File: config.mk
export PLATFORM = sky130hd
export DESIGN_NAME = digit_stream_seq
export DESIGN_NICKNAME = d
export VERILOG_FILES = /design/src/rtl/dsq_pkg.sv /design/src/rtl/dsq_dpd_decode.sv /design/src/rtl/dsq_index_seq.sv /design/src/rtl/dsq_digit_out.sv /design/src/rtl/digit_stream_seq.sv
export SDC_FILE = /design/constraint.sdc
export NUM_CORES = 1
export LEC_CHECK = 0
export ABC_AREA = 0
export BUFFER_PORTS_ARGS = -buffer_cell sky130_fd_sc_hd__buf_2
export CORE_MARGIN = 8
export CORE_UTILIZATION = 30
export CTS_CLUSTER_SIZE = 24
export DETAILED_ROUTE_END_ITERATION = 10
export SYNTH_ARGS = -nofsm -noshare
export SYNTH_HDL_FRONTEND = slang
export SYNTH_SLANG_ARGS = --single-unit
export TNS_END_PERCENT = 30
File: constraint.sdc
create_clock -name clk -period 1.9 [get_ports clk]
set_input_delay 0 -clock clk [delete_from_list [all_inputs] [get_ports clk]]
set_output_delay 0 -clock clk [all_outputs]
set_load 0.01 [all_outputs]
File: src/rtl/dsq_pkg.sv
package dsq_pkg;

  typedef logic [3:0] bcd_t;
  typedef logic [6:0] seg_t;

  // Active-high segment pattern, bit 0 = a ... bit 6 = g.
  function automatic seg_t bcd_to_seg(input bcd_t d);
    seg_t s;
    case (d)
      4'd0:    s = 7'h3F;
      4'd1:    s = 7'h06;
      4'd2:    s = 7'h5B;
      4'd3:    s = 7'h4F;
      4'd4:    s = 7'h66;
      4'd5:    s = 7'h6D;
      4'd6:    s = 7'h7D;
      4'd7:    s = 7'h07;
      4'd8:    s = 7'h7F;
      4'd9:    s = 7'h6F;
      default: s = 7'h00;
    endcase
    return s;
  endfunction

endpackage

File: src/rtl/dsq_dpd_decode.sv
module dsq_dpd_decode
  import dsq_pkg::*;
#(
  parameter int WORD_W = 10
) (
  input  logic [WORD_W-1:0] word,
  output bcd_t              dig_hi,
  output bcd_t              dig_mid,
  output bcd_t              dig_lo
);

  logic p, q, r, s, t, u, v, w, x, y;

  always_comb begin
    {p, q, r, s, t, u, v, w, x, y} = word[9:0];
    dig_hi  = {1'b0, p, q, r};
    dig_mid = {1'b0, s, t, u};
    dig_lo  = {1'b0, w, x, y};
    if (v) begin
      case ({w, x})
        2'b00: dig_lo = {3'b100, y};
        2'b01: begin
          dig_mid = {3'b100, u};
          dig_lo  = {1'b0, s, t, y};
        end
        2'b10: begin
          dig_hi = {3'b100, r};
          dig_lo = {1'b0, p, q, y};
        end
        default: begin
          case ({s, t})
            2'b00: begin
              dig_hi  = {3'b100, r};
              dig_mid = {3'b100, u};
              dig_lo  = {1'b0, p, q, y};
            end
            2'b01: begin
              dig_hi  = {3'b100, r};
              dig_mid = {1'b0, p, q, u};
              dig_lo  = {3'b100, y};
            end
            2'b10: begin
              dig_mid = {3'b100, u};
              dig_lo  = {3'b100, y};
            end
            default: begin
              dig_hi  = {3'b100, r};
              dig_mid = {3'b100, u};
              dig_lo  = {3'b100, y};
            end
          endcase
        end
      endcase
    end
  end

endmodule

File: src/rtl/dsq_index_seq.sv
module dsq_index_seq #(
  parameter int IDX_W      = 12,
  parameter int SEL_W      = 2,
  parameter int NUM_DIGITS = 1400
) (
  input  logic             clk,
  input  logic             rst_n,
  output logic [IDX_W-1:0] idx_q,
  output logic             dp_q
);

  localparam int DIG_PER_WORD = 3;
  localparam int LAST_WORD    = (NUM_DIGITS - 1) / DIG_PER_WORD;
  localparam int LAST_SEL     = (NUM_DIGITS - 1) % DIG_PER_WORD;
  localparam logic [IDX_W-1:0] LAST_IDX = IDX_W'((LAST_WORD << SEL_W) + LAST_SEL);
  localparam logic [SEL_W-1:0] TOP_SEL  = SEL_W'(DIG_PER_WORD - 1);

  logic [IDX_W-1:0] idx_d;
  logic             idx_en;
  logic             armed_q, armed_d;
  logic             dp_d;
  logic             at_last, at_top;

  always_comb begin
    at_last = (idx_q == LAST_IDX);
    at_top  = (idx_q[SEL_W-1:0] == TOP_SEL);
    idx_en  = !dp_q;
    if (at_last)     idx_d = '0;
    else if (at_top) idx_d = idx_q + IDX_W'(2);
    else             idx_d = idx_q + IDX_W'(1);
    dp_d = !dp_q && armed_q && (idx_q == '0);
    if (dp_q)         armed_d = 1'b0;
    else if (at_last) armed_d = 1'b1;
    else              armed_d = armed_q;
  end

  always_ff @(posedge clk or negedge rst_n) begin
    if (!rst_n) begin
      idx_q   <= '0;
      dp_q    <= 1'b0;
      armed_q <= 1'b1;
    end else begin
      if (idx_en) idx_q <= idx_d;
      dp_q    <= dp_d;
      armed_q <= armed_d;
    end
  end

endmodule

File: src/rtl/dsq_digit_out.sv
module dsq_digit_out
  import dsq_pkg::*;
#(
  parameter int SEL_W = 2
) (
  input  bcd_t             dig_hi,
  input  bcd_t             dig_mid,
  input  bcd_t             dig_lo,
  input  logic [SEL_W-1:0] sel,
  input  logic             show_dp,
  output seg_t             seg,
  output logic             dp_led
);

  bcd_t picked;

  always_comb begin
    case (sel)
      SEL_W'(0): picked = dig_hi;
      SEL_W'(1): picked = dig_mid;
      default:   picked = dig_lo;
    endcase
    if (show_dp) begin
      seg    = '0;
      dp_led = 1'b1;
    end else begin
      seg    = bcd_to_seg(picked);
      dp_led = 1'b0;
    end
  end

endmodule

File: src/rtl/digit_stream_seq.sv
module digit_stream_seq
  import dsq_pkg::*;
#(
  parameter int IDX_W      = 12,
  parameter int SEL_W      = 2,
  parameter int WORD_W     = 10,
  parameter int NUM_DIGITS = 1400
) (
  input  logic                     clk,
  input  logic                     rst_n,
  output logic [IDX_W-SEL_W-1:0]   word_addr,
  input  logic [WORD_W-1:0]        word_in,
  output logic [6:0]               seg,
  output logic                     dp_led
);

  logic [IDX_W-1:0] idx_q;
  logic             dp_q;
  bcd_t             dig_hi, dig_mid, dig_lo;

  dsq_index_seq #(
    .IDX_W      (IDX_W),
    .SEL_W      (SEL_W),
    .NUM_DIGITS (NUM_DIGITS)
  ) u_seq (
    .clk   (clk),
    .rst_n (rst_n),
    .idx_q (idx_q),
    .dp_q  (dp_q)
  );

  assign word_addr = idx_q[IDX_W-1:SEL_W];

  dsq_dpd_decode #(
    .WORD_W (WORD_W)
  ) u_dec (
    .word    (word_in),
    .dig_hi  (dig_hi),
    .dig_mid (dig_mid),
    .dig_lo  (dig_lo)
  );

  dsq_digit_out #(
    .SEL_W (SEL_W)
  ) u_out (
    .dig_hi  (dig_hi),
    .dig_mid (dig_mid),
    .dig_lo  (dig_lo),
    .sel     (idx_q[SEL_W-1:0]),
    .show_dp (dp_q),
    .seg     (seg),
    .dp_led  (dp_led)
  );

endmodule

# Word level (Yosys, flattened, before mapping)
# Memory sizes are Yosys's and may differ from the RTL's.
# Index checks and enable logic that the tools add are counted.
[word_totals]
n_memories = 1
output_inout_bits = 18
word_cells = 39
register_bits = 14
rom_bits = 112
input_bits = 12
[classes]
eq_ne = 7
muxes = 16
add_sub_neg = 2
n_reduce_logical = 10
[mem_list]
columns = ["memory", "depth", "width", "read_ports", "rd_ports_with_merged_regs", "wr", "line", "source"]
rows = [
  ["(no name shown)", 16, 7, 1, 0, 0, "dsq_pkg.sv:9", "case (d)"],
]
[ops]
columns = ["op", "n"]
rows = [
  ["two-way mux 12 bit", 2],
  ["two-way mux 4 bit", 6],
  ["case mux 4 bit (2 select lines)", 3],
  ["adder 12 x 1 -> 12 bit, second input constant", 1],
  ["adder 12 x 2 -> 12 bit, second input constant", 1],
  ["== test 12 x 11 -> 1 bit, second input constant", 1],
  ["logical NOT 12 bit", 1],
  ["case mux 4 bit (3 select lines)", 1],
  ["two-way mux 7 bit", 1],
  ["== test 2 x 1 -> 1 bit, second input constant", 3],
  ["== test 2 bit, second input constant", 3],
  ["logical NOT 2 bit", 3],
  ["OR reduction 2 bit", 2],
  ["two-way mux 1 bit", 3],
  ["logical AND 1 bit", 2],
  ["nonzero test 2 bit", 1],
  ["logical NOT 1 bit", 1],
]

# Depth between registers and ports, before layout
# An unclocked memory read counts as a cell.
[depth]
ltp_word = 7
ltp_mapped = 9
mapped_depth_nobuf = 8

# Cells and area by module
# Synthesis repeated with hierarchy kept, for this count alone.
[unflattened]
cells_unflattened = 158
area_unflattened_um2 = 1317.5
[modules_own_cells]
columns = ["module", "cells_each", "n_inst", "seq_area_each_um2", "area_each_um2"]
rows = [
  ["dsq_index_seq", 79, 1, 351.6, 758.2],
  ["dsq_digit_out", 51, 1, 0.0, 395.4],
  ["dsq_dpd_decode", 28, 1, 0.0, 163.9],
]

# Worst setup path before layout
# No wires, ideal clock.
[synth_timing]
path_type = "reg-to-output"
startpoint = "register u_seq.idx_q[0]"
endpoint = "output seg[3]"
slack_ns = -0.156
stages_incl_launch_ff = 10
t_required_ns = 1.900
n_path_buf = 1
t_arrival_ns = 2.056
cell_sequence = "dfrtp_1 buf_2 nor2_1 and4_1 a31oi_1 o21ai_0 inv_1 ha_1 nor3b_1 a311oi_1"
[synth_via]
elab_chain_cells = 4
elab_cells_between_ends = 5
classes_between = "1 x eq/ne; 2 x mux; 1 x reduce/logical; 1 x memory"
[synth_lines]
columns = ["element", "line", "source"]
rows = [
  ["start, declared", "dsq_index_seq.sv:8", "output logic [IDX_W-1:0] idx_q,"],
  ["start signal, assigned", "dsq_index_seq.sv:43", "if (idx_en) idx_q <= idx_d;"],
  ["== test 2 x 1 -> 1 bit / logical NOT 2 bit (equally long branches)", "dsq_digit_out.sv:18", "case (sel)"],
  ["case mux 4 bit (2 select lines) *", "dsq_digit_out.sv:18", ""],
  ["memory read (16 x 7 bit) *", "n/a", ""],
  ["two-way mux 7 bit *", "dsq_digit_out.sv:23", "if (show_dp) begin"],
  ["end, declared", "digit_stream_seq.sv:13", "output logic [6:0] seg,"],
]
# Every way passes the cells marked *; elsewhere a longest branch is shown, timed or not.

# Worst setup path after layout
[layout_timing]
startpoint = "register u_seq.idx_q[1]"
endpoint = "output seg[0]"
# The elaborated chain is that of the path after synthesis.

==> results.py <==
metrics = {
    "worst_setup_path": {
        "cp_max_fo": 4,
        "critical_path.startpoint_type": "register",
        "crit_start": "u_seq.idx_q[1]$_DFFE_PN0N_",
        "r2r_start": "u_seq.idx_q[0]$_DFFE_PN0P_",
        "worst_ep_required_time_ps": 1900,
        "worst-r2r-cell-count": 11,
        "regToRegEndpoint": "u_seq.dp_q$_DFF_PN0_",
        "worst_setup_path_end_kind": "output port",
        "reg2reg_setup_slack_ps": -90,
        "cp.arrival_ps": 2060,
        "crit_type": "register to output port",
    },
    "timing": {
        "finalCriticalPeriod_ps": 2062,
        "timing.final.setup_violations": 8,
        "timing_worst_slew_pin_value_ps": 362.8,
        "achievable-frequency_mhz": 484.9,
        "timing.final.max_slew_violations": 0,
        "rsz0062_at_grt": "yes",
        "fin_hold_ws_ps": 174.1,
        "hold_violations": 0,
        "timing.final.ws_setup_ps": -162.2,
        "slew-limit-headroom_pct": 75.81,
        "skew_ps": 3.251,
        "timing.final.crit_share_pct": 108.5,
    },
    "place": {
        "finalWeightedCongestion": 0.7831,
        "detailedPlacementHpwl_um": 2440,
        "place_area_mm2": 0.001388,
        "port_buffers": 29,
    },
    "layout": {
        "final_nets": 203,
        "design_area_mm2": 0.001673,
        "final_common_cell": "sky130_fd_sc_hd__buf_2",
        "most_used_cells_in_the_layout_excluding_fill_and_tap_cells": "29 x sky130_fd_sc_hd__buf_2, 16 x sky130_fd_sc_hd__buf_4, 12 x sky130_fd_sc_hd__nor2_1, 12 x sky130_fd_sc_hd__dfrtp_1, 11 x sky130_fd_sc_hd__nand2_1",
        "insertedDiodeCount": 0,
        "area_growth_syn_to_layout_pct": 41.78,
        "drive_above_1_share_pct": 46.20,
        "num-fill-cells": 400,
        "final_core_utilization_pct": 45.02,
    },
    "synthesis": {
        "synth_edf_count": 0,
        "synth_cell_type_count": 48,
        "synth_sequential_area_ratio_pct": 29.80,
        "yosys_warnings": 0,
        "synth.net_count": 160,
        "synth-main-ff-cell": "sky130_fd_sc_hd__dfrtp_1",
        "share_of_flip_flops_with_an_asynchronous_set_or_reset_pct": 100.0,
        "syn_area_mm2": 0.001180,
        "synthesis.instances": 142,
        "syn_area_per_cell_um2": 8.309,
        "synth_seq_cells": 14,
    },
    "grt": {
        "wire_length_of_the_first_global_routing_pass_um": 5444,
        "first_global_vias": 1189,
        "grt_util_all_layers_pct": 10.60,
        "antenna_found_initial": 0,
        "grt.overflow.total": 0,
        "pin_count_of_the_biggest_net_entering_global_routing": 15,
    },
    "power": {
        "p_leak_nw": 0.7793,
        "peakVddDrop_mv": 0.2028,
        "total_power_w": 0.0007409,
        "cell_internal_pwr_w": 0.0005554,
        "power.share.switching_pct": 25.03,
        "total_switching_power_w": 0.0001855,
        "seqPwrFrac_pct": 40.3,
        "power_per_cell_area_mw_per_mm2": 442.9,
        "part_of_the_total_power_dissipated_in_combinational_logic_pct": 20.9,
        "share_clk_of_total_power_pct": 38.8,
    },
    "route": {
        "avgViaCountPerCell": 5.095,
        "dr_total_vias": 1182,
        "pre_antenna_drt_iters": 5,
        "postRouteAntennaNets": 0,
        "routedWlPerCell_um": 13.84,
        "drt-initial-drc-count": 24,
        "routed_wirelength_um": 3211,
        "remaining_drc_errors": 0,
    },
    "status": {
        "status": "finished with violations",
        "violations": "negative setup slack",
    },
    "die": {
        "die_x_um": 78.72,
        "floorplan.core_area_mm2": 0.003716,
        "placementRows": 22,
        "die_height_um": 78.72,
        "top_level_ports": 30,
        "fp.dieArea_mm2": 0.006196,
        "initial_utilization_pct": 31.75,
    },
    "flow_run": {
        "max_cap_violations": 0,
    },
    "hold_path": {
        "hold_path_class": "primary input to async pin",
    },
    "cts": {
        "max-clock-path-buffers": 2,
        "cts_buffers": 3,
        "tritoncts_clock_tree": "built",
        "clkSlewWorstSetupHoldPaths_ps": 60,
        "cts.root.buffer_cell": "sky130_fd_sc_hd__clkbuf_8",
        "clock-sinks": 14,
        "ctsHtreeMaxLevel": 1,
        "clock_latency_ps": 240,
    },
}
-- synth_stat cells, types with 2 or more instances --
library cell / instances / area [µm²]
sky130_fd_sc_hd__xor2_1: 3 / 26.28
sky130_fd_sc_hd__nand2_1: 13 / 48.80
sky130_fd_sc_hd__nand4b_1: 2 / 17.52
sky130_fd_sc_hd__dfrtp_1: 13 / 325.3
sky130_fd_sc_hd__nand4_1: 3 / 18.77
sky130_fd_sc_hd__a31oi_1: 2 / 12.51
sky130_fd_sc_hd__xnor2_1: 5 / 43.79
sky130_fd_sc_hd__ha_1: 6 / 75.07
sky130_fd_sc_hd__nor3_1: 3 / 15.01
sky130_fd_sc_hd__nor2_1: 14 / 52.55
sky130_fd_sc_hd__buf_4: 11 / 82.58
sky130_fd_sc_hd__buf_2: 3 / 15.01
sky130_fd_sc_hd__a311oi_1: 4 / 35.03
sky130_fd_sc_hd__inv_1: 7 / 26.28
sky130_fd_sc_hd__a21oi_1: 3 / 15.01
sky130_fd_sc_hd__o21ai_0: 10 / 50.05
sky130_fd_sc_hd__or4_1: 2 / 15.01
sky130_fd_sc_hd__nand3_1: 3 / 15.01
sky130_fd_sc_hd__a221oi_1: 2 / 17.52
sky130_fd_sc_hd__nor3b_1: 4 / 30.03
sky130_fd_sc_hd__clkbuf_1: 2 / 7.510
-- critical path: stages, from the launching register on --
cell and delay [ps]:
sky130_fd_sc_hd__dfrtp_1 430, sky130_fd_sc_hd__nor2_2 70, sky130_fd_sc_hd__and4_1 180, sky130_fd_sc_hd__a31oi_1 170
sky130_fd_sc_hd__o21ai_2 100, sky130_fd_sc_hd__buf_6 130, sky130_fd_sc_hd__ha_2 170, sky130_fd_sc_hd__nor3b_1 140
sky130_fd_sc_hd__a311oi_2 240, sky130_fd_sc_hd__buf_2 170
-- per-layer routing --
metal / share of wire [%] / vias up / track usage, %
met5: 0 / - / 0
met4: 0.84 / 0 / 3.889
met3: 5.0 / 4 / 2.027
met2: 49 / 31 / 19.30
met1: 46 / 562 / 11.94
li1: - / 585 / -
-- metrics by stage --
stage	worst slack (ps)	setup TNS, ps	cells
2_1_floorplan	-23.37	-52.22	142
3_3_place_gp	71.02	0	216
3_5_place_dp	-3.844	-3.844	216
4_1_cts	-187.1	-949.3	229
5_1_grt	-247.6	-1567	232
6_report	-162.2	-785.8	232
-- flip-flops by register name (all words and copies together) (netlist names) --
name / cells
u_seq.dp_q: 1
u_seq.armed_q: 1
u_seq.idx_q: 12
-- power by group through the flow --
stage	logic, W	registers, W	clock network, W
3_5_place_dp	0.000126	0.000304	0
2_1_floorplan	0.0000713	0.000304	0
4_1_cts	0.000149	0.000298	0.000296
5_1_grt	0.000172	0.000298	0.000306
6_report	0.000155	0.000298	0.000288
3_3_place_gp	0.000122	0.000304	0
-- cell families (layout without fill, tap and decap cells) --
kind of cell	Yosys count	in the layout	synth area share [%]
buffers and inverters	25	67	11.77
AO/OA/AOI/OAI	31	31	18.13
AND/OR/NAND/NOR	56	56	26.20
XOR/XNOR	8	8	5.939
multiplexers	2	2	1.803
flip-flops	14	14	29.80
adder cells (fa/ha/maj)	6	6	6.363
-- layout make-up --
cell class,instances,area [µm²],area share (%)
Inverter,8,30.03,1.795
Timing Repair Buffer,55,376.6,22.51
Sequential cell,14,352.8,21.09
Tap cell,48,60.06,3.590
Multi-Input combinational cell,103,798.3,47.72
Clock buffer,4,55.05,3.291
-- worst max-delay path by stage --
stage | endpoint | slack [ps] | depth (start not counted)
floorplan | seg[5] | -20 | 9
global placement | seg[0] | 70 | 9
CTS | seg[3] | -190 | 9
detailed placement | seg[0] | -4 | 9
finish | seg[0] | -160 | 9
global route | seg[3] | -250 | 9
-- timing repair --
action                                  CTS  global route
endpoints found under the setup margin    7             8
hold buffers                              1             0
gates resized for setup                  21            13
pin swaps                                14             6
setup buffers                            11             3
hold endpoints to repair                 14             0
No activity file was read; power rests on OpenSTA's default activity.
